File: src/rtl/rtc_pkg.sv
package rtc_pkg;

   // in-flight write slots (index = status bit position minus 4)
   localparam int NSLOT     = 7;
   localparam int SL_SUBCNT = 0;
   localparam int SL_SECCNT = 1;
   localparam int SL_SUBALM = 2;
   localparam int SL_SECALM = 3;
   localparam int SL_CTRL   = 4;
   localparam int SL_SUBCLR = 5;
   localparam int SL_SECCLR = 6;

   // register word indices (byte offset / 4)
   localparam logic [2:0] RW_SUBCNT = 3'd0;
   localparam logic [2:0] RW_SECCNT = 3'd1;
   localparam logic [2:0] RW_SUBALM = 3'd2;
   localparam logic [2:0] RW_SECALM = 3'd3;
   localparam logic [2:0] RW_CTRL   = 3'd4;
   localparam logic [2:0] RW_STAT   = 3'd5;
   localparam logic [2:0] RW_ICLR   = 3'd6;

   typedef struct packed {
      logic sec_ie;
      logic sub_ie;
      logic sec_en;
      logic sub_en;
   } ctrl_t;

endpackage

File: src/rtl/rtc_wr_slot.sv
module rtc_wr_slot #(
   parameter int LAT = 4,
   parameter int DW  = 32
) (
   input  logic          clk,
   input  logic          rst_n,
   input  logic          req,
   input  logic [DW-1:0] wdata,
   output logic          busy,
   output logic          commit,
   output logic          collide,
   output logic [DW-1:0] cdata
);
   localparam int CW = $clog2(LAT + 1);

   logic [CW-1:0] left_q;

   always_ff @(posedge clk) begin
      if (!rst_n) begin
         left_q <= '0;
         cdata  <= '0;
      end else if (req && (left_q == '0)) begin
         left_q <= CW'(LAT);
         cdata  <= wdata;
      end else if (left_q != '0) begin
         left_q <= left_q - 1'b1;
      end
   end

   assign busy    = (left_q != '0);
   assign commit  = (left_q == CW'(1));
   assign collide = req && busy;

   assert_load_R3: assert property (@(posedge clk) disable iff (!rst_n)
      (req && !busy) |=> (busy && cdata == $past(wdata)));
   assert_discard_R5: assert property (@(posedge clk) disable iff (!rst_n)
      (req && busy) |=> $stable(cdata));
   assert_done_R2: assert property (@(posedge clk) disable iff (!rst_n)
      (commit && !req) |=> !busy);

endmodule

File: src/rtl/rtc_wr_track.sv
module rtc_wr_track
   import rtc_pkg::*;
#(
   parameter int LAT = 4,
   parameter int DW  = 32
) (
   input  logic                       clk,
   input  logic                       rst_n,
   input  logic [NSLOT-1:0]           req,
   input  logic [DW-1:0]              wdata,
   input  logic                       err_clr,
   output logic [NSLOT-1:0]           busy,
   output logic [NSLOT-1:0]           commit,
   output logic [NSLOT-1:0][DW-1:0]   cdata,
   output logic                       err
);
   logic [NSLOT-1:0] collide;

   for (genvar s = 0; s < NSLOT; s++) begin : g_slot
      rtc_wr_slot #(.LAT(LAT), .DW(DW)) u_slot (
         .clk     (clk),
         .rst_n   (rst_n),
         .req     (req[s]),
         .wdata   (wdata),
         .busy    (busy[s]),
         .commit  (commit[s]),
         .collide (collide[s]),
         .cdata   (cdata[s])
      );
   end

   always_ff @(posedge clk) begin
      if (!rst_n)            err <= 1'b0;
      else if (|collide)     err <= 1'b1;
      else if (err_clr)      err <= 1'b0;
   end

   assert_err_set_R4: assert property (@(posedge clk) disable iff (!rst_n)
      (|(req & busy)) |=> err);
   assert_err_keep_R4: assert property (@(posedge clk) disable iff (!rst_n)
      (err && !err_clr) |=> err);

endmodule

File: src/rtl/rtc_count_unit.sv
module rtc_count_unit
   import rtc_pkg::*;
#(
   parameter int SUB_WRAP = 32768,
   parameter int SEC_W    = 32,
   parameter int DW       = 32,
   localparam int SUB_W   = $clog2(SUB_WRAP)
) (
   input  logic               clk,
   input  logic               rst_n,
   input  logic [4:0]         commit,
   input  logic [4:0][DW-1:0] cdata,
   output logic [SUB_W-1:0]   sub_cnt,
   output logic [SEC_W-1:0]   sec_cnt,
   output logic [SUB_W-1:0]   sub_alm,
   output logic [SEC_W-1:0]   sec_alm,
   output ctrl_t              ctrl
);
   localparam bit POW2 = ((1 << SUB_W) == SUB_WRAP);

   logic at_top;
   logic sub_wrap;

   if (POW2) begin : g_wrap_pow2
      assign at_top = &sub_cnt;
   end else begin : g_wrap_cmp
      assign at_top = (sub_cnt >= SUB_W'(SUB_WRAP - 1));
   end

   assign sub_wrap = ctrl.sub_en && at_top;

   always_ff @(posedge clk) begin
      if (!rst_n) begin
         sub_cnt <= '0;
         sec_cnt <= '0;
         sub_alm <= '0;
         sec_alm <= '0;
         ctrl    <= '0;
      end else begin
         if (commit[SL_SUBCNT])   sub_cnt <= cdata[SL_SUBCNT][SUB_W-1:0];
         else if (sub_wrap)       sub_cnt <= '0;
         else if (ctrl.sub_en)    sub_cnt <= sub_cnt + 1'b1;

         if (commit[SL_SECCNT])              sec_cnt <= cdata[SL_SECCNT][SEC_W-1:0];
         else if (sub_wrap && ctrl.sec_en)   sec_cnt <= sec_cnt + 1'b1;

         if (commit[SL_SUBALM]) sub_alm <= cdata[SL_SUBALM][SUB_W-1:0];
         if (commit[SL_SECALM]) sec_alm <= cdata[SL_SECALM][SEC_W-1:0];
         if (commit[SL_CTRL])   ctrl    <= ctrl_t'(cdata[SL_CTRL][3:0]);
      end
   end

   assert_wrap_R7: assert property (@(posedge clk) disable iff (!rst_n)
      (ctrl.sub_en && sub_cnt == SUB_W'(SUB_WRAP - 1) && !commit[SL_SUBCNT]) |=> (sub_cnt == '0));
   assert_carry_R8: assert property (@(posedge clk) disable iff (!rst_n)
      (ctrl.sub_en && ctrl.sec_en && sub_cnt == SUB_W'(SUB_WRAP - 1) && !commit[SL_SECCNT])
      |=> (sec_cnt == SEC_W'($past(sec_cnt) + 1'b1)));
   assert_hold_sub_R9: assert property (@(posedge clk) disable iff (!rst_n)
      (!ctrl.sub_en && !commit[SL_SUBCNT]) |=> $stable(sub_cnt));
   assert_hold_sec_R9: assert property (@(posedge clk) disable iff (!rst_n)
      (!ctrl.sec_en && !commit[SL_SECCNT]) |=> $stable(sec_cnt));

endmodule

File: src/rtl/rtc_irq_unit.sv
module rtc_irq_unit (
   input  logic       clk,
   input  logic       rst_n,
   input  logic [1:0] match,
   input  logic [1:0] ie,
   input  logic [1:0] clr,
   output logic [1:0] flag,
   output logic       irq
);
   for (genvar i = 0; i < 2; i++) begin : g_flag
      always_ff @(posedge clk) begin
         if (!rst_n)                  flag[i] <= 1'b0;
         else if (clr[i])             flag[i] <= 1'b0;
         else if (match[i] && ie[i])  flag[i] <= 1'b1;
      end

      assert_set_R10: assert property (@(posedge clk) disable iff (!rst_n)
         (match[i] && ie[i] && !clr[i]) |=> flag[i]);
      assert_noset_R10: assert property (@(posedge clk) disable iff (!rst_n)
         (!flag[i] && !ie[i]) |=> !flag[i]);
      assert_clr_R11: assert property (@(posedge clk) disable iff (!rst_n)
         clr[i] |=> !flag[i]);
   end

   assign irq = |flag;

endmodule

File: src/rtl/rtc_periph.sv
module rtc_periph
   import rtc_pkg::*;
#(
   parameter int ADDR_W   = 5,
   parameter int DW       = 32,
   parameter int WR_LAT   = 4,
   parameter int SUB_WRAP = 32768,
   parameter int SEC_W    = 32
) (
   input  logic              clk,
   input  logic              rst_n,
   input  logic              psel,
   input  logic              penable,
   input  logic              pwrite,
   input  logic [ADDR_W-1:0] paddr,
   input  logic [DW-1:0]     pwdata,
   output logic [DW-1:0]     prdata,
   output logic              irq
);
   localparam int SUB_W = $clog2(SUB_WRAP);

   if (WR_LAT < 1)                 begin : g_bad_lat   $error("WR_LAT must be at least 1");      end
   if (SUB_WRAP < 2)               begin : g_bad_wrap  $error("SUB_WRAP must be at least 2");    end
   if (DW < 11 || SEC_W > DW || SUB_W > DW) begin : g_bad_dw $error("data width too small"); end
   if (ADDR_W < 5)                 begin : g_bad_aw    $error("ADDR_W must be at least 5");      end

   // ---------------- address decode ----------------
   logic       hit;
   logic [2:0] idx;
   logic       wr;

   if (ADDR_W > 5) begin : g_upper
      assign hit = (paddr[ADDR_W-1:5] == '0) && (paddr[1:0] == 2'b00);
   end else begin : g_exact
      assign hit = (paddr[1:0] == 2'b00);
   end

   assign idx = paddr[4:2];
   assign wr  = psel && penable && pwrite && hit;

   logic [NSLOT-1:0] req;
   always_comb begin
      req            = '0;
      req[SL_SUBCNT] = wr && (idx == RW_SUBCNT);
      req[SL_SECCNT] = wr && (idx == RW_SECCNT);
      req[SL_SUBALM] = wr && (idx == RW_SUBALM);
      req[SL_SECALM] = wr && (idx == RW_SECALM);
      req[SL_CTRL]   = wr && (idx == RW_CTRL);
      req[SL_SUBCLR] = wr && (idx == RW_ICLR) && pwdata[0];
      req[SL_SECCLR] = wr && (idx == RW_ICLR) && pwdata[1];
   end

   logic stat_wr;
   assign stat_wr = wr && (idx == RW_STAT);

   // ---------------- write tracking ----------------
   logic [NSLOT-1:0]         busy;
   logic [NSLOT-1:0]         commit;
   logic [NSLOT-1:0][DW-1:0] cdata;
   logic                     err;

   rtc_wr_track #(.LAT(WR_LAT), .DW(DW)) u_track (
      .clk     (clk),
      .rst_n   (rst_n),
      .req     (req),
      .wdata   (pwdata),
      .err_clr (stat_wr),
      .busy    (busy),
      .commit  (commit),
      .cdata   (cdata),
      .err     (err)
   );

   // ---------------- counting ----------------
   logic [SUB_W-1:0] sub_cnt, sub_alm;
   logic [SEC_W-1:0] sec_cnt, sec_alm;
   ctrl_t            ctrl;

   rtc_count_unit #(.SUB_WRAP(SUB_WRAP), .SEC_W(SEC_W), .DW(DW)) u_count (
      .clk     (clk),
      .rst_n   (rst_n),
      .commit  (commit[4:0]),
      .cdata   (cdata[4:0]),
      .sub_cnt (sub_cnt),
      .sec_cnt (sec_cnt),
      .sub_alm (sub_alm),
      .sec_alm (sec_alm),
      .ctrl    (ctrl)
   );

   // ---------------- alarms ----------------
   logic [1:0] flag;

   rtc_irq_unit u_irq (
      .clk   (clk),
      .rst_n (rst_n),
      .match ({sec_cnt == sec_alm, sub_cnt == sub_alm}),
      .ie    ({ctrl.sec_ie, ctrl.sub_ie}),
      .clr   ({commit[SL_SECCLR], commit[SL_SUBCLR]}),
      .flag  (flag),
      .irq   (irq)
   );

   // ---------------- readback ----------------
   logic [DW-1:0] stat_word;
   always_comb begin
      stat_word        = '0;
      stat_word[1:0]   = flag;
      stat_word[2]     = err;
      stat_word[3]     = |busy;
      stat_word[10:4]  = busy;
   end

   always_comb begin
      prdata = '0;
      if (hit) begin
         case (idx)
            RW_SUBCNT: prdata = DW'(sub_cnt);
            RW_SECCNT: prdata = DW'(sec_cnt);
            RW_SUBALM: prdata = DW'(sub_alm);
            RW_SECALM: prdata = DW'(sec_alm);
            RW_CTRL:   prdata = DW'(ctrl);
            RW_STAT:   prdata = stat_word;
            default:   prdata = '0;
         endcase
      end
   end

   assert_stat_clr_R6: assert property (@(posedge clk) disable iff (!rst_n)
      stat_wr |=> !err);
   assert_no_busy_zero_R11: assert property (@(posedge clk) disable iff (!rst_n)
      (wr && idx == RW_ICLR && pwdata[1:0] == 2'b00 && busy[SL_SUBCLR:SL_SUBCLR] == 1'b0)
      |=> !busy[SL_SUBCLR]);

endmodule

File: config.mk
export PLATFORM = sky130hd
export DESIGN_NAME = rtc_periph
export DESIGN_NICKNAME = d
export VERILOG_FILES = /design/src/rtl/rtc_pkg.sv /design/src/rtl/rtc_wr_slot.sv /design/src/rtl/rtc_wr_track.sv /design/src/rtl/rtc_count_unit.sv /design/src/rtl/rtc_irq_unit.sv /design/src/rtl/rtc_periph.sv
export SDC_FILE = /design/constraint.sdc
export NUM_CORES = 1
export LEC_CHECK = 0
export BUFFER_PORTS_ARGS = -buffer_cell sky130_fd_sc_hd__buf_2
export CORE_UTILIZATION = 60
export DETAILED_ROUTE_END_ITERATION = 10
export GPL_TIMING_DRIVEN = 0
export PLACE_DENSITY = 0.84
export SYNTH_ARGS = -nofsm -noshare
export SYNTH_HDL_FRONTEND = slang
export SYNTH_SLANG_ARGS = --single-unit
export TNS_END_PERCENT = 30
File: constraint.sdc
create_clock -name clk -period 5.5 [get_ports clk]
set_input_delay 0.275 -clock clk [delete_from_list [all_inputs] [get_ports clk]]
set_output_delay 0.275 -clock clk [all_outputs]
set_load 0.02 [all_outputs]
---- Yosys cells after proc, flatten, opt, wreduce, memory -nomap -nowiden ----
Cells that the tools add are included.
cells by class
  reductions and logical operators ........ 69
  eq/ne operators ......................... 15
  bitwise gates (word level) .............. 1
  add/sub/neg operators ................... 9
  muxes and demuxes ....................... 23
operators with widths
  cell                                                                number
  32-bit one-hot mux with 6 select lines                              1
  32-bit 2-to-1 mux                                                   3
  15-bit 2-to-1 mux                                                   3
  3-bit 2-to-1 mux                                                    14
  32-bit by 1-bit adder with 32-bit output, second input constant     1
  32-bit == test                                                      1
  1-bit logical AND                                                   30
  3-bit by 1-bit == test with 1-bit output, second input constant     8
  3-bit logical NOT                                                   8
  3-bit nonzero test                                                  8
  3-bit by 1-bit subtractor with 3-bit output, second input constant  7
  2-bit OR reduction                                                  10
  2-bit nonzero test                                                  9
  15-bit by 1-bit adder with 15-bit output, second input constant     1
  15-bit == test                                                      1
  15-bit AND reduction                                                1
  7-bit OR reduction                                                  2
  3-bit == test, second input constant                                3
  3-bit by 2-bit == test with 1-bit output, second input constant     2
  2-bit logical NOT                                                   1
  1-bit 2-to-1 mux                                                    2
  1-bit NOT                                                           1
storage, ports and cells
  register bits after elaboration ......... 220
  input bits .............................. 42

---- Depth between registers and ports, before layout ----
Gate-level depths: netlist of the first run.
  depth after elaboration ................. 8
  depth in mapped cells ................... 9

---- By module ----
Synthesis of the first run repeated with hierarchy kept, for this count alone.
unflattened totals
  cell total of the unflattened synthesis .. 1846
  area total of the unflattened synthesis .. 16105.4 um^2
modules (own cells, without submodules)
  module          cells each  sequential area each (um^2)  instances  area an instance (um^2)
  rtc_wr_slot     164         700.7                        7          1412.6
  rtc_count_unit  480         1961.9                       1          4525.6
  rtc_periph      205         0.0                          1          1556.5
  rtc_irq_unit    7           40.0                         1          81.3
  rtc_wr_track    6           20.0                         1          53.8

---- Least setup slack after synthesis of the first run ----
No wires, ideal clock.
  path kind ............................... reg-to-reg
  start ................................... reg u_count.sub_cnt[0]
  end ..................................... reg u_count.sec_cnt[28]
  data arrival time ....................... 2.258 ns
  stages on the path, launching flop included .. 8
  slack ................................... 3.168 ns
  required time ........................... 5.426 ns
  setup time .............................. 0.074 ns
  cells stage by stage .................... dfxtp_1 ha_1 nand2_1 or4_1 clkbuf_1 or3_4 or4_1 a31oi_1
between the ends
  longest elaborated chain between the ends .. 4
RTL lines
  item                          RTL line              text
  start: declaration            rtc_count_unit.sv:13  output logic [SUB_W-1:0] sub_cnt,
  start signal: assignment      rtc_count_unit.sv:40  if (commit[SL_SUBCNT]) sub_cnt <= cdata[SL_SUBCNT][SUB_W-1:0];
  start signal: assignment      rtc_count_unit.sv:42  else if (ctrl.sub_en) sub_cnt <= sub_cnt + 1'b1;
  15-bit AND reduction          rtc_count_unit.sv:25  assign at_top = &sub_cnt;
  1-bit logical AND             rtc_count_unit.sv:30  assign sub_wrap = ctrl.sub_en && at_top;
  1-bit logical AND             rtc_count_unit.sv:45  else if (sub_wrap && ctrl.sec_en) sec_cnt <= sec_cnt + 1'b1;
  2-bit nonzero test (no line)  --
  end signal: assignment        rtc_count_unit.sv:44  if (commit[SL_SECCNT]) sec_cnt <= cdata[SL_SECCNT][SEC_W-1:0];
  end signal: assignment        rtc_count_unit.sv:45
  end: declaration              rtc_count_unit.sv:14  output logic [SEC_W-1:0] sec_cnt,
No other way between the ends.
A chain may end at the register's enable or synchronous reset.

---- Final worst setup path of the first run ----
  start ................................... in paddr[2]
  end ..................................... out prdata[29]
between the ends
  longest elaborated chain between the ends .. 3
  elaborated cells between the ends (all ways) .. 8
  classes of those cells .................. eq/ne (5); mux (2); reduce/logical (1)
RTL lines
  item                                         RTL line           text
  start: declaration                           rtc_periph.sv:15   input logic [ADDR_W-1:0] paddr,
  3-bit == test, or another cell as far along  rtc_periph.sv:117  case (idx)
  32-bit one-hot mux with 6 select lines (*)   rtc_periph.sv:117
  32-bit 2-to-1 mux (*)                        rtc_periph.sv:116  if (hit) begin
  end: declaration                             rtc_periph.sv:17   output logic [DW-1:0] prdata,
Every way passes the cells marked *; elsewhere a longest branch is shown, timed or not.

==> out/qor.csv, run 1 <==
stage,metric,value,unit
floorplan,die_x,135.5,um
placement,gp_congestion,0.9903,
timing,whs,6.176,ps
synthesis,synthCells,1353,
routing,wl_per_cell,20.49,um
floorplan,start_util,61.56,%
routing,drt_pass1_iterations,6,
run_status,outcome,completed,
clock_tree,cts_resized,0,
clock_tree,cts_buffers,23,
floorplan,dieArea,18350,um2
critical_path,end_kind,primary output,
synthesis,yosysMostFrequentCell,nand2_1,
critical_path,ff2ff_path_depth,7,
global_routing,grt-ovfl-total,0,
routing,route.vias.total,10460,
global_routing,grt_pass1_vias,9479,
power,peakVddDrop,0.3927,mV
finish,drive_above_1_share,9.066,%
floorplan,num_rows,48,
clock_tree,cts-htree-levels,1,
routing,drtIter0Drc,1178,
timing,drv_slew,0,
flow_run,drv_cap,0,
critical_path,cp_max_fo,10,
timing,fin_tns_setup,0,ps
placement,dp.cells,1650,
routing,final_antenna_net_count,0,
timing,min_period_over_period,56.83,%
global_routing,grt_pass1_wl,52810,um
clock_tree,postCtsHoldBufs,6,
finish,final_nets,1521,
min_path,hp-class,in -> reg,
routing,viasPerCell,6.179,
placement,place_ws,2234,ps
timing,hold_viol,0,
floorplan,core_area,17360,um2
placement,io_buffers,72,
finish,final_cells,1692,
timing,rsz0062_at_grt,false,
power,powerDensity,386.1,nW/um2
synthesis,syn_area_per_cell,7.897,um2
timing,clock_skew,9.576,ps
routing,drc,0,
synthesis,synth_ff_type,dfxtp_1,
synthesis,syn-cell-area,10690,um2
timing,setup_slack,2374,ps
critical_path,cp_data_arrival_time,2850,ps
critical_path,critPathKind,in -> out,
finish,synthToLayoutAreaGrowth,13.29,%
critical_path,crit_path_start_kind,primary input,
synthesis,synth_fp_nets,1418,
timing,finalSetupViolations,0,
synthesis,synth_top_cells_by_area,"dfxtp_1 (41%), nand2_1 (10%), a21oi_1 (7.9%)",
power,p_leak,0.004323,uW
synthesis,yosysUniqueCellTypes,54,
min_path,whs_path_depth,3,
clock_tree,cts.sinks,220,
timing,fmax,0.3199,GHz
timing,post-route-min-period,3126,ps
synthesis,synth_warnings,0,
timing,relSlewSlack,5.936,%
critical_path,cp_data_required_time,5220,ps
global_routing,grt_util_all_layers,38.01,%
floorplan,dieHeight,135.5,um
global_routing,antenna_found_initial,0,
synthesis,synthTopCellsByCount,"nand2_1 (298), dfxtp_1 (220), a21oi_1 (169)",
synthesis,netlist.area_leader.share,41.22,%
synthesis,synth_top_area_cell,dfxtp_1,
routing,routed_wl,34670,um
finish,diodes,0,
clock_tree,cts_tree,yes,
timing,worst_pin_slew,1400,ps
clock_tree,clk-insertion-delay-late,530,ps
clock_tree,postCtsSetupBuffers,0,
clock_tree,cts-root-buf,clkbuf_16,
placement,post-dp-hpwl,25890,um
synthesis,synth_edf_count,0,
clock_tree,clkTransAtPathRegs,60,ps
synthesis,seq_area_frac_synth,41.22,%
clock_tree,clock_path_buffers,3,
synthesis,async_reset_ff_share,0,%
synthesis,ys_ff_latch,220,
global_routing,grt_max_degree,14,
floorplan,ioPinCount,75,
==> layout by cell type, fill, tap and decap left out, types with 15 or more instances in the layout <==
cell type  Yosys  routed
nand4_1       23      23
xnor2_1       62      62
nand3_1       32      32
nor4_1        25      25
buf_2          5      77
inv_1         27      27
mux2i_1       28      28
nor2_1        85      85
ha_1          23      23
clkbuf_16      0      23
nand2_1      298     298
clkbuf_1      91      95
a21oi_1      169     169
o21ai_0       45      45
nor3_1        15      15
dfxtp_1      220     220
a22oi_1       38      38
xor2_1        24      24
==> path summary, 6_finish.rpt <==
kind,from,endpoint,slack (ps)
min,pwdata[19],u_track.g_slot[3].u_slot.cdata[19],6
max reg2reg,u_count.sub_cnt[0],u_count.sub_cnt[8],2550
min reg2reg,u_track.g_slot[2].u_slot.cdata[0],u_count.sub_alm[0],440
max,paddr[2],prdata[29],2370
==> layer usage <==
metal,up-vias,share of wire (%),global-route usage (%)
met2,574,42,55.56
met1,4935,42,53.48
met3,97,12,9.540
met5,-,0,0
met4,0,4.1,14.67
li1,4849,-,-
==> sequential cells by signal (all words and copies together) (netlist names) <==
register and cells:
u_track.g_slot.u_slot.cdata 98, u_count.sec_alm 32, u_count.sec_cnt 32, u_track.g_slot.u_slot.left_q 21, u_count.sub_alm 15, u_count.sub_cnt 15
u_count.ctrl 4, u_irq.flag 2, u_track.err 1
==> logic make-up (layout without fill, tap and decap cells) <==
group | count (synthesis) | in the layout | synth area share (%)
compound gates | 297 | 297 | 15.96
xor+xnor | 86 | 86 | 7.049
buf+inv | 131 | 245 | 4.660
fa+ha+maj | 23 | 23 | 2.693
flops | 220 | 220 | 41.22
mux | 44 | 44 | 4.836
simple gates | 552 | 552 | 23.58
==> power breakdown <==
part	total, uW	internal [uW]	switching, uW
combinational	1220	440	784
clock	1530	887	643
sequential	1920	1740	178
total	4670	3070	1610
==> worst max-delay path, stage by stage <==
cell	delay [ps]
clkbuf_1	370
inv_1	160
nor3_1	1120
clkbuf_1	420
a22oi_1	160
nor2_1	140
buf_2	180
==> per-stage QoR <==
| step | power (uW) | cell area [um2] | util, % |
|---|---|---|---|
| after floorplan | 2759 | 10690 | - |
| after CTS | 4641 | 12110 | 69.74 |
| after global placement | 3086 | 11330 | 65.26 |
| final | 4674 | 12110 | 69.74 |
| after global routing | 4873 | 12110 | 69.74 |
| after detailed placement | 3128 | 11330 | 65.26 |
==> area by class of cell <==
cell class | count | area (um2)
Multi-Input combinational cell | 1002 | 5783
Sequential cell | 220 | 4404
Clock buffer | 29 | 618.1
Inverter | 28 | 105.1
Fill cell | 1444 | 5251
Timing Repair Buffer | 78 | 420.4
Clock inverter | 7 | 100.1
Buffer | 103 | 392.9
Tap cell | 225 | 281.5
No activity file was read; power rests on OpenSTA's default activity.
==> run 2: changes to the inputs <==
--- a/config.mk
+++ b/config.mk
@@ -6,10 +6,10 @@
 export NUM_CORES = 1
 export LEC_CHECK = 0
 export BUFFER_PORTS_ARGS = -buffer_cell sky130_fd_sc_hd__buf_2
-export CORE_UTILIZATION = 60
+export CORE_UTILIZATION = 55
 export DETAILED_ROUTE_END_ITERATION = 10
 export GPL_TIMING_DRIVEN = 0
-export PLACE_DENSITY = 0.84
+export PLACE_DENSITY = 0.82
 export SYNTH_ARGS = -nofsm -noshare
 export SYNTH_HDL_FRONTEND = slang
 export SYNTH_SLANG_ARGS = --single-unit
==> constraint.sdc (replaced) <==
create_clock -name clk -period 2.57 [get_ports clk]
set_input_delay 0.1285 -clock clk [delete_from_list [all_inputs] [get_ports clk]]
set_output_delay 0.1285 -clock clk [all_outputs]
set_load 0.02 [all_outputs]
==> run 2 against run 1 <==
Effect of this change: non-clock buffer count rose by 21; clock power up 120%; wire length up 0.12%; total power rose by 120%; die area up 9.0%; final area up 3.4%; register-to-register slack got worse by 2500 ps; critical endpoint is now u_count.sec_cnt[28].
==> out/qor.csv, run 2 (synthesis results as in run 1) <==
stage,metric,value,unit,change
run_status,outcome,completed,,unchanged
clock_tree,cts_tree,yes,,unchanged
critical_path,critPathKind,reg -> reg,,was in -> out
floorplan,ioPinCount,75,,unchanged
global_routing,grt-ovfl-total,0,,unchanged
finish,final_util,66.26,%,was 69.74%
power,powerDensity,819.4,nW/um2,was 386.1 nW/um2
timing,setup_slack,67.67,ps,was 2374 ps
placement,gp_congestion,0.9878,,was 0.9903
finish,synthToLayoutAreaGrowth,17.15,%,was 13.29%
timing,worst_pin_slew,1064,ps,was 1400 ps
critical_path,crit_path_start_kind,register,,was primary input
floorplan,dieHeight,141.4,um,was 135.5 um
routing,drc,0,,unchanged
timing,post-route-min-period,2502,ps,
power,peakVddDrop,0.6170,mV,was 0.3927 mV
timing,whs,108.6,ps,was 6.176 ps
min_path,hp-class,in -> reg,,unchanged
clock_tree,clock_path_buffers,3,,unchanged
routing,route.vias.total,10600,,was 10460
critical_path,cp_max_fo,7,,was 10
clock_tree,cts-htree-levels,1,,unchanged
finish,regMostFlops,u_track.g_slot.u_slot.cdata,,unchanged
routing,routed_wl,34710,um,was 34670 um
finish,top_regs,"u_track.g_slot.u_slot.cdata (98), u_count.sec_alm (32), u_count.sec_cnt (32)",,unchanged
clock_tree,cts_buffers,23,,unchanged
global_routing,grt_max_degree,14,,unchanged
timing,rsz0062_at_grt,false,,unchanged
routing,drt_pass1_iterations,5,,was 6
power,p_leak,0.004473,uW,was 0.004323 uW
finish,drive_above_1_share,10.40,%,was 9.066%
floorplan,die_x,141.4,um,was 135.5 um
timing,hold_viol,0,,unchanged
floorplan,num_rows,50,,was 48
clock_tree,cts.sinks,220,,unchanged
finish,final_nets,1542,,was 1521
placement,io_buffers,72,,unchanged
global_routing,grt_util_all_layers,35.21,%,was 38.01%
floorplan,dieArea,19990,um2,was 18350 um2
routing,wl_per_cell,19.83,um,was 20.49 um
finish,diodes,0,,unchanged
power,p_total,10260,uW,was 4674 uW
clock_tree,cts-root-buf,clkbuf_16,,unchanged
finish,largest_register_ffs,98,,unchanged
global_routing,grt_pass1_wl,54410,um,was 52810 um
timing,finalSetupViolations,0,,unchanged
finish,layout_common_cells,"nand2_1 (298), dfxtp_1 (216), a21oi_1 (169)",,"was nand2_1 (298), dfxtp_1 (220), a21oi_1 (169)"
routing,drtIter0Drc,1324,,was 1178
timing,clock_skew,11.71,ps,was 9.576 ps
timing,drv_slew,0,,unchanged
critical_path,cp_data_arrival_time,2940,ps,was 2850 ps
floorplan,start_util,56.56,%,was 61.56%
global_routing,antenna_found_initial,0,,unchanged
flow_run,drv_cap,0,,unchanged
global_routing,grt_pass1_vias,9908,,was 9479
finish,layout_commonest_cell,nand2_1,,unchanged
critical_path,end_kind,register,,was primary output
timing,min_period_over_period,97.37,%,
critical_path,cp_data_required_time,3010,ps,was 5220 ps
timing,relSlewSlack,28.47,%,was 5.936%
routing,final_antenna_net_count,0,,unchanged
clock_tree,clkTransAtPathRegs,60,ps,about the same
placement,place_ws,-623.6,ps,was 2234 ps
floorplan,core_area,18890,um2,was 17360 um2
placement,post-dp-hpwl,25080,um,was 25890 um
timing,fmax,0.3996,GHz,
routing,viasPerCell,6.057,,was 6.179
clock_tree,clk-insertion-delay-late,520,ps,was 530 ps
-- run 2: cell count changes in the layout (fill, tap and decap cells not counted), sizes merged --
cell         delta
dlygate4sd3    +26
bufinv          +1
buf             -3
clkbuf          +1
clkinv          -2
-- run 2: worst max-delay path, cell delays in order, from the launching register on --
cell and delay, ps:
dfxtp_1 340, clkbuf_4 230, nand4_4 160, or4_4 580, or3_4 440, or4_1 510, a31oi_1 170
-- run 2: power by group --
group | internal [uW] | total [uW] | switching (uW)
registers | 3730 | 4120 | 395
logic | 974 | 2710 | 1730
clock network | 2050 | 3430 | 1380
total | 6750 | 10300 | 3500
-- run 2: path summary, 6_finish.rpt --
kind / start / endpoint / slack (ps) / cells after the start
worst min-delay path: paddr[0] / u_track.err / 110 / 3
worst min register to register: u_track.g_slot[2].u_slot.cdata[0] / u_count.sub_alm[0] / 440 / 2
worst max-delay path: u_count.sub_cnt[3] / u_count.sec_cnt[28] / 70 / 6
worst max register to register: u_count.sub_cnt[3] / u_count.sec_cnt[28] / 70 / 6
-- run 2: through the flow --
step,instances,setup TNS (ps),cell area (um2)
after floorplan,1353,0,10690
after global placement,1685,-31070,11370
after detailed placement,1685,-33090,11370
after CTS,1753,0,12480
after global routing,1750,0,12520
final,1750,0,12520
-- run 2: repair_timing --
action,4_1_cts,5_1_grt
hold endpoints to repair,87,0
setup endpoints to repair,104,61
resized for setup,10,24
buffers inserted,1,0
gates cloned,0,0
pin swaps,1,0
hold buffers,32,0
-- run 2: metal layers --
layer	GRT usage [%]	wire length (um)
met1	48.54	14550
met4	14.54	1681
met2	55.63	15150
met5	0	0
met3	4.725	3328
-- run 2: layout make-up --
cell class,instances,area [um2]
buffer,97,391.6
clock buffer,32,649.4
clock inverter,6,108.9
fill,1612,6375
inverter,28,105.1
multi-input combinational,1002,5841
sequential,220,4409
tap,260,325.3
timing repair buffer,105,688.2
==> run 3: changes to the inputs <==
--- a/config.mk
+++ b/config.mk
@@ -5,11 +5,12 @@
 export SDC_FILE = /design/constraint.sdc
 export NUM_CORES = 1
 export LEC_CHECK = 0
+export ABC_AREA = 1
 export BUFFER_PORTS_ARGS = -buffer_cell sky130_fd_sc_hd__buf_2
 export CORE_UTILIZATION = 55
 export DETAILED_ROUTE_END_ITERATION = 10
 export GPL_TIMING_DRIVEN = 0
-export PLACE_DENSITY = 0.82
+export PLACE_DENSITY = 0.81
 export SYNTH_ARGS = -nofsm -noshare
 export SYNTH_HDL_FRONTEND = slang
 export SYNTH_SLANG_ARGS = --single-unit
==> run 3 against run 2 <==
Effect of this change: total power up 7.8%; first-iteration DRC count up 19%; largest cell class unchanged; area after synthesis up 5.5%; critical endpoint is now u_count.sec_cnt[18]; wire length up 19%; critical path depth up 3; final cell count up 20%; via count up 15%; critical path type unchanged; global-route usage up 3.2 points.
==> out/qor.csv, run 3 <==
stage,metric,value,unit,change
synthesis,async_reset_ff_share,0,%,unchanged
global_routing,grt_util_all_layers,38.42,%,was 35.21%
floorplan,dieArea,21070,um2,was 19990 um2
timing,drv_slew,0,,unchanged
synthesis,synth_fp_nets,1757,,was 1418
finish,top_regs,"u_track.g_slot.u_slot.cdata (98), u_count.sec_alm (32), u_count.sec_cnt (32)",,unchanged
timing,finalSetupViolations,0,,unchanged
critical_path,r2r_slack,190,ps,was 70 ps
routing,drc,0,,unchanged
min_path,whs_path_depth,3,,unchanged
synthesis,seq_area_frac_synth,39.08,%,was 41.22%
critical_path,crit_path_start_kind,register,,unchanged
timing,worst_pin_slew,862.1,ps,was 1064 ps
power,swShare,36.25,%,was 34.15%
min_path,min_to,u_track.g_slot[2].u_slot.cdata[10],,was u_track.err
clock_tree,cts_tree,yes,,unchanged
critical_path,reg2reg_to,u_count.sec_cnt[18],,was u_count.sec_cnt[28]
timing,fin_tns_setup,0,ps,unchanged
run_status,outcome,completed,,unchanged
finish,largest_register_ffs,98,,unchanged
power,powerDensity,844.6,nW/um2,was 819.4 nW/um2
timing,hold_viol,0,,unchanged
routing,wl_per_cell,19.60,um,was 19.83 um
routing,route.vias.total,12220,,was 10600
finish,n_fill_cell,1781,,was 1612
synthesis,synth_top_area_cell,dfxtp_1,,unchanged
finish,seqCellArea,4404,um2,was 4409 um2
routing,drt_pass1_iterations,6,,was 5
clock_tree,cts-htree-levels,1,,unchanged
timing,min_period_over_period,92.42,%,was 97.37%
clock_tree,cts-root-buf,clkbuf_16,,unchanged
finish,regMostFlops,u_track.g_slot.u_slot.cdata,,unchanged
critical_path,cp_data_required_time,3020,ps,was 3010 ps
critical_path,critPathKind,reg -> reg,,unchanged
power,power_switching,4008,uW,was 3503 uW
floorplan,num_rows,51,,was 50
min_path,hp-class,in -> reg,,unchanged
timing,setup_slack,194.7,ps,was 67.67 ps
finish,diodes,0,,unchanged
min_path,worstHoldStart,pwdata[10],,was paddr[0]
synthesis,netlist.area_leader.share,39.08,%,was 41.22%
timing,clock_skew,8.254,ps,was 11.71 ps
synthesis,synth_warnings,0,,unchanged
clock_tree,cts_buffers,25,,was 23
finish,layout_common_cells,"nand2_1 (431), dfxtp_1 (220), inv_1 (191)",,"was nand2_1 (298), dfxtp_1 (216), a21oi_1 (169)"
synthesis,synthTopCellsByCount,"nand2_1 (431), dfxtp_1 (220), inv_1 (192)",,"was nand2_1 (298), dfxtp_1 (220), a21oi_1 (169)"
critical_path,ff2ff_path_depth,9,,was 6
placement,place_ws,344.6,ps,was -623.6 ps
routing,viasPerCell,5.810,,was 6.057
power,clkPwrFrac,32.3,%,was 33.4%
floorplan,dieHeight,145.2,um,was 141.4 um
global_routing,antenna_found_initial,0,,unchanged
global_routing,grt_pass1_vias,10940,,was 9908
synthesis,synth_ff_type,dfxtp_1,,unchanged
floorplan,ioPinCount,75,,unchanged
clock_tree,postCtsSetupBuffers,0,,was 1
synthesis,yosysUniqueCellTypes,39,,was 54
routing,final_antenna_net_count,0,,unchanged
clock_tree,cts.sinks,220,,unchanged
critical_path,cp_max_fo,10,,was 7
placement,io_buffers,73,,was 72
finish,multi_input_area,5731,um2,was 5841 um2
synthesis,synth_top_cells_by_area,"dfxtp_1 (39%), nand2_1 (14%), a21oi_1 (8.4%)",,"was dfxtp_1 (41%), nand2_1 (10%), a21oi_1 (7.9%)"
synthesis,yosysMostFrequentCell,nand2_1,,unchanged
placement,gp_congestion,1.029,,was 0.9878
floorplan,core_area,19780,um2,was 18890 um2
power,p_leak,0.005079,uW,was 0.004473 uW
power,p_int,7050,uW,was 6755 uW
global_routing,grt_max_degree,14,,unchanged
power,p_comb_share,28.4,%,was 26.4%
power,p_seq_share,39.3,%,was 40.2%
finish,drive_above_1_share,9.304,%,was 10.40%
global_routing,grt-ovfl-total,0,,unchanged
synthesis,synthCells,1692,,was 1353
placement,post-dp-hpwl,31070,um,was 25080 um
synthesis,synth_edf_count,0,,unchanged
finish,layout_commonest_cell,nand2_1,,unchanged
timing,fmax,0.4210,GHz,was 0.3996 GHz
routing,drtIter0Drc,1577,,was 1324
finish,synthToLayoutAreaGrowth,16.16,%,was 17.15%
clock_tree,clkTransAtPathRegs,60,ps,about the same
synthesis,ys_ff_latch,220,,unchanged
global_routing,grt_pass1_wl,62000,um,was 54410 um
synthesis,syn_area_per_cell,6.661,um2,was 7.897 um2
power,peakVddDrop,0.6685,mV,was 0.6170 mV
timing,relSlewSlack,42.53,%,was 28.47%
flow_run,drv_cap,0,,unchanged
routing,routed_wl,41210,um,was 34710 um
critical_path,cp_data_arrival_time,2820,ps,was 2940 ps
critical_path,end_kind,register,,unchanged
critical_path,worstReg2RegStart,u_track.g_slot[1].u_slot.left_q[1],,was u_count.sub_cnt[3]
floorplan,die_x,145.2,um,was 141.4 um
timing,post-route-min-period,2375,ps,was 2502 ps
synthesis,syn-cell-area,11270,um2,was 10690 um2
finish,final_nets,1888,,was 1542
timing,rsz0062_at_grt,false,,unchanged
floorplan,start_util,56.98,%,was 56.56%
clock_tree,clk-insertion-delay-late,520,ps,about the same
clock_tree,clock_path_buffers,3,,unchanged
run 3: per-layer routing:
metal,track usage [%],vias to the layer above,wire (um)
met2,55.53,773,16600
met3,8.616,139,5246
li1,-,5732,-
met4,17.68,0,2148
met5,0,-,0
met1,54.06,5575,17220
run 3: worst max-delay path, stage by stage, from the launching register on:
cell and delay (ps):
dfxtp_1 320, inv_1 90, ha_1 150, nand2_1 270, inv_1 350, clkbuf_1 500
nand2_1 330, o21ai_1 170, nor2_1 50, nor2_1 70
run 3: repair_timing:
action	4_1_cts	5_1_grt
setup endpoints to repair	0	1
endpoints found under the hold margin	66	0
resized for setup	0	1
hold buffers	31	0
run 3: per-stage QoR:
step | cells | instance area, um2 | total power, uW | hold WS (ps) | util [%]
after floorplan | 1692 | 11270 | 6356 | 271.4 | -
after global placement | 2030 | 11970 | 7276 | 391.7 | 60.50
after detailed placement | 2030 | 11970 | 7377 | 396.6 | 60.50
after CTS | 2103 | 13090 | 10930 | 51.40 | 66.19
after global routing | 2103 | 13090 | 11520 | 78.93 | 66.19
final | 2103 | 13090 | 11060 | 76.25 | 66.19
run 3: cells by family (layout without fill, tap and decap cells):
logic type,Yosys count,count (layout),synth area share [%]
and+or+nand+nor,740,740,27.25
buffers and inverters,284,430,10.08
xor gates and xnor gates,29,29,2.254
adders and majority gates,23,23,2.553
AOI/OAI and AO/OA,396,396,18.78
DFF,220,220,39.08
run 3: power groups by stage:
stage | Combinational (uW) | Clock [uW] | Sequential (uW)
floorplan | 2160 | 0 | 4200
global placement | 2910 | 0 | 4370
detailed placement | 2990 | 0 | 4390
CTS | 3060 | 3560 | 4310
global route | 3450 | 3690 | 4380
finish | 3140 | 3570 | 4350
run 3: worst max-delay path by stage:
stage                                                   from                                 end  slack, ps  cells after the start
final                     u_track.g_slot[1].u_slot.left_q[1]                 u_count.sec_cnt[18]        190                      9
after global routing      u_track.g_slot[5].u_slot.left_q[1]                           prdata[3]         30                     11
after CTS                 u_track.g_slot[6].u_slot.left_q[0]                           prdata[3]        150                     11
after detailed placement                            paddr[0]  u_track.g_slot[0].u_slot.cdata[14]        340                      9
after global placement                              paddr[0]  u_track.g_slot[0].u_slot.cdata[14]        300                      9
after floorplan                           u_count.sub_cnt[0]                 u_count.sec_cnt[20]        920                     11
run 3: area by class of cell:
type,count,area share [%]
Sequential cell,220,33.64
Clock buffer,35,5.524
Buffer,87,3.029
Tap cell,265,2.532
Timing Repair Buffer,104,5.161
Multi-Input combinational cell,1188,43.77
Inverter,197,5.648
Clock inverter,7,0.6976
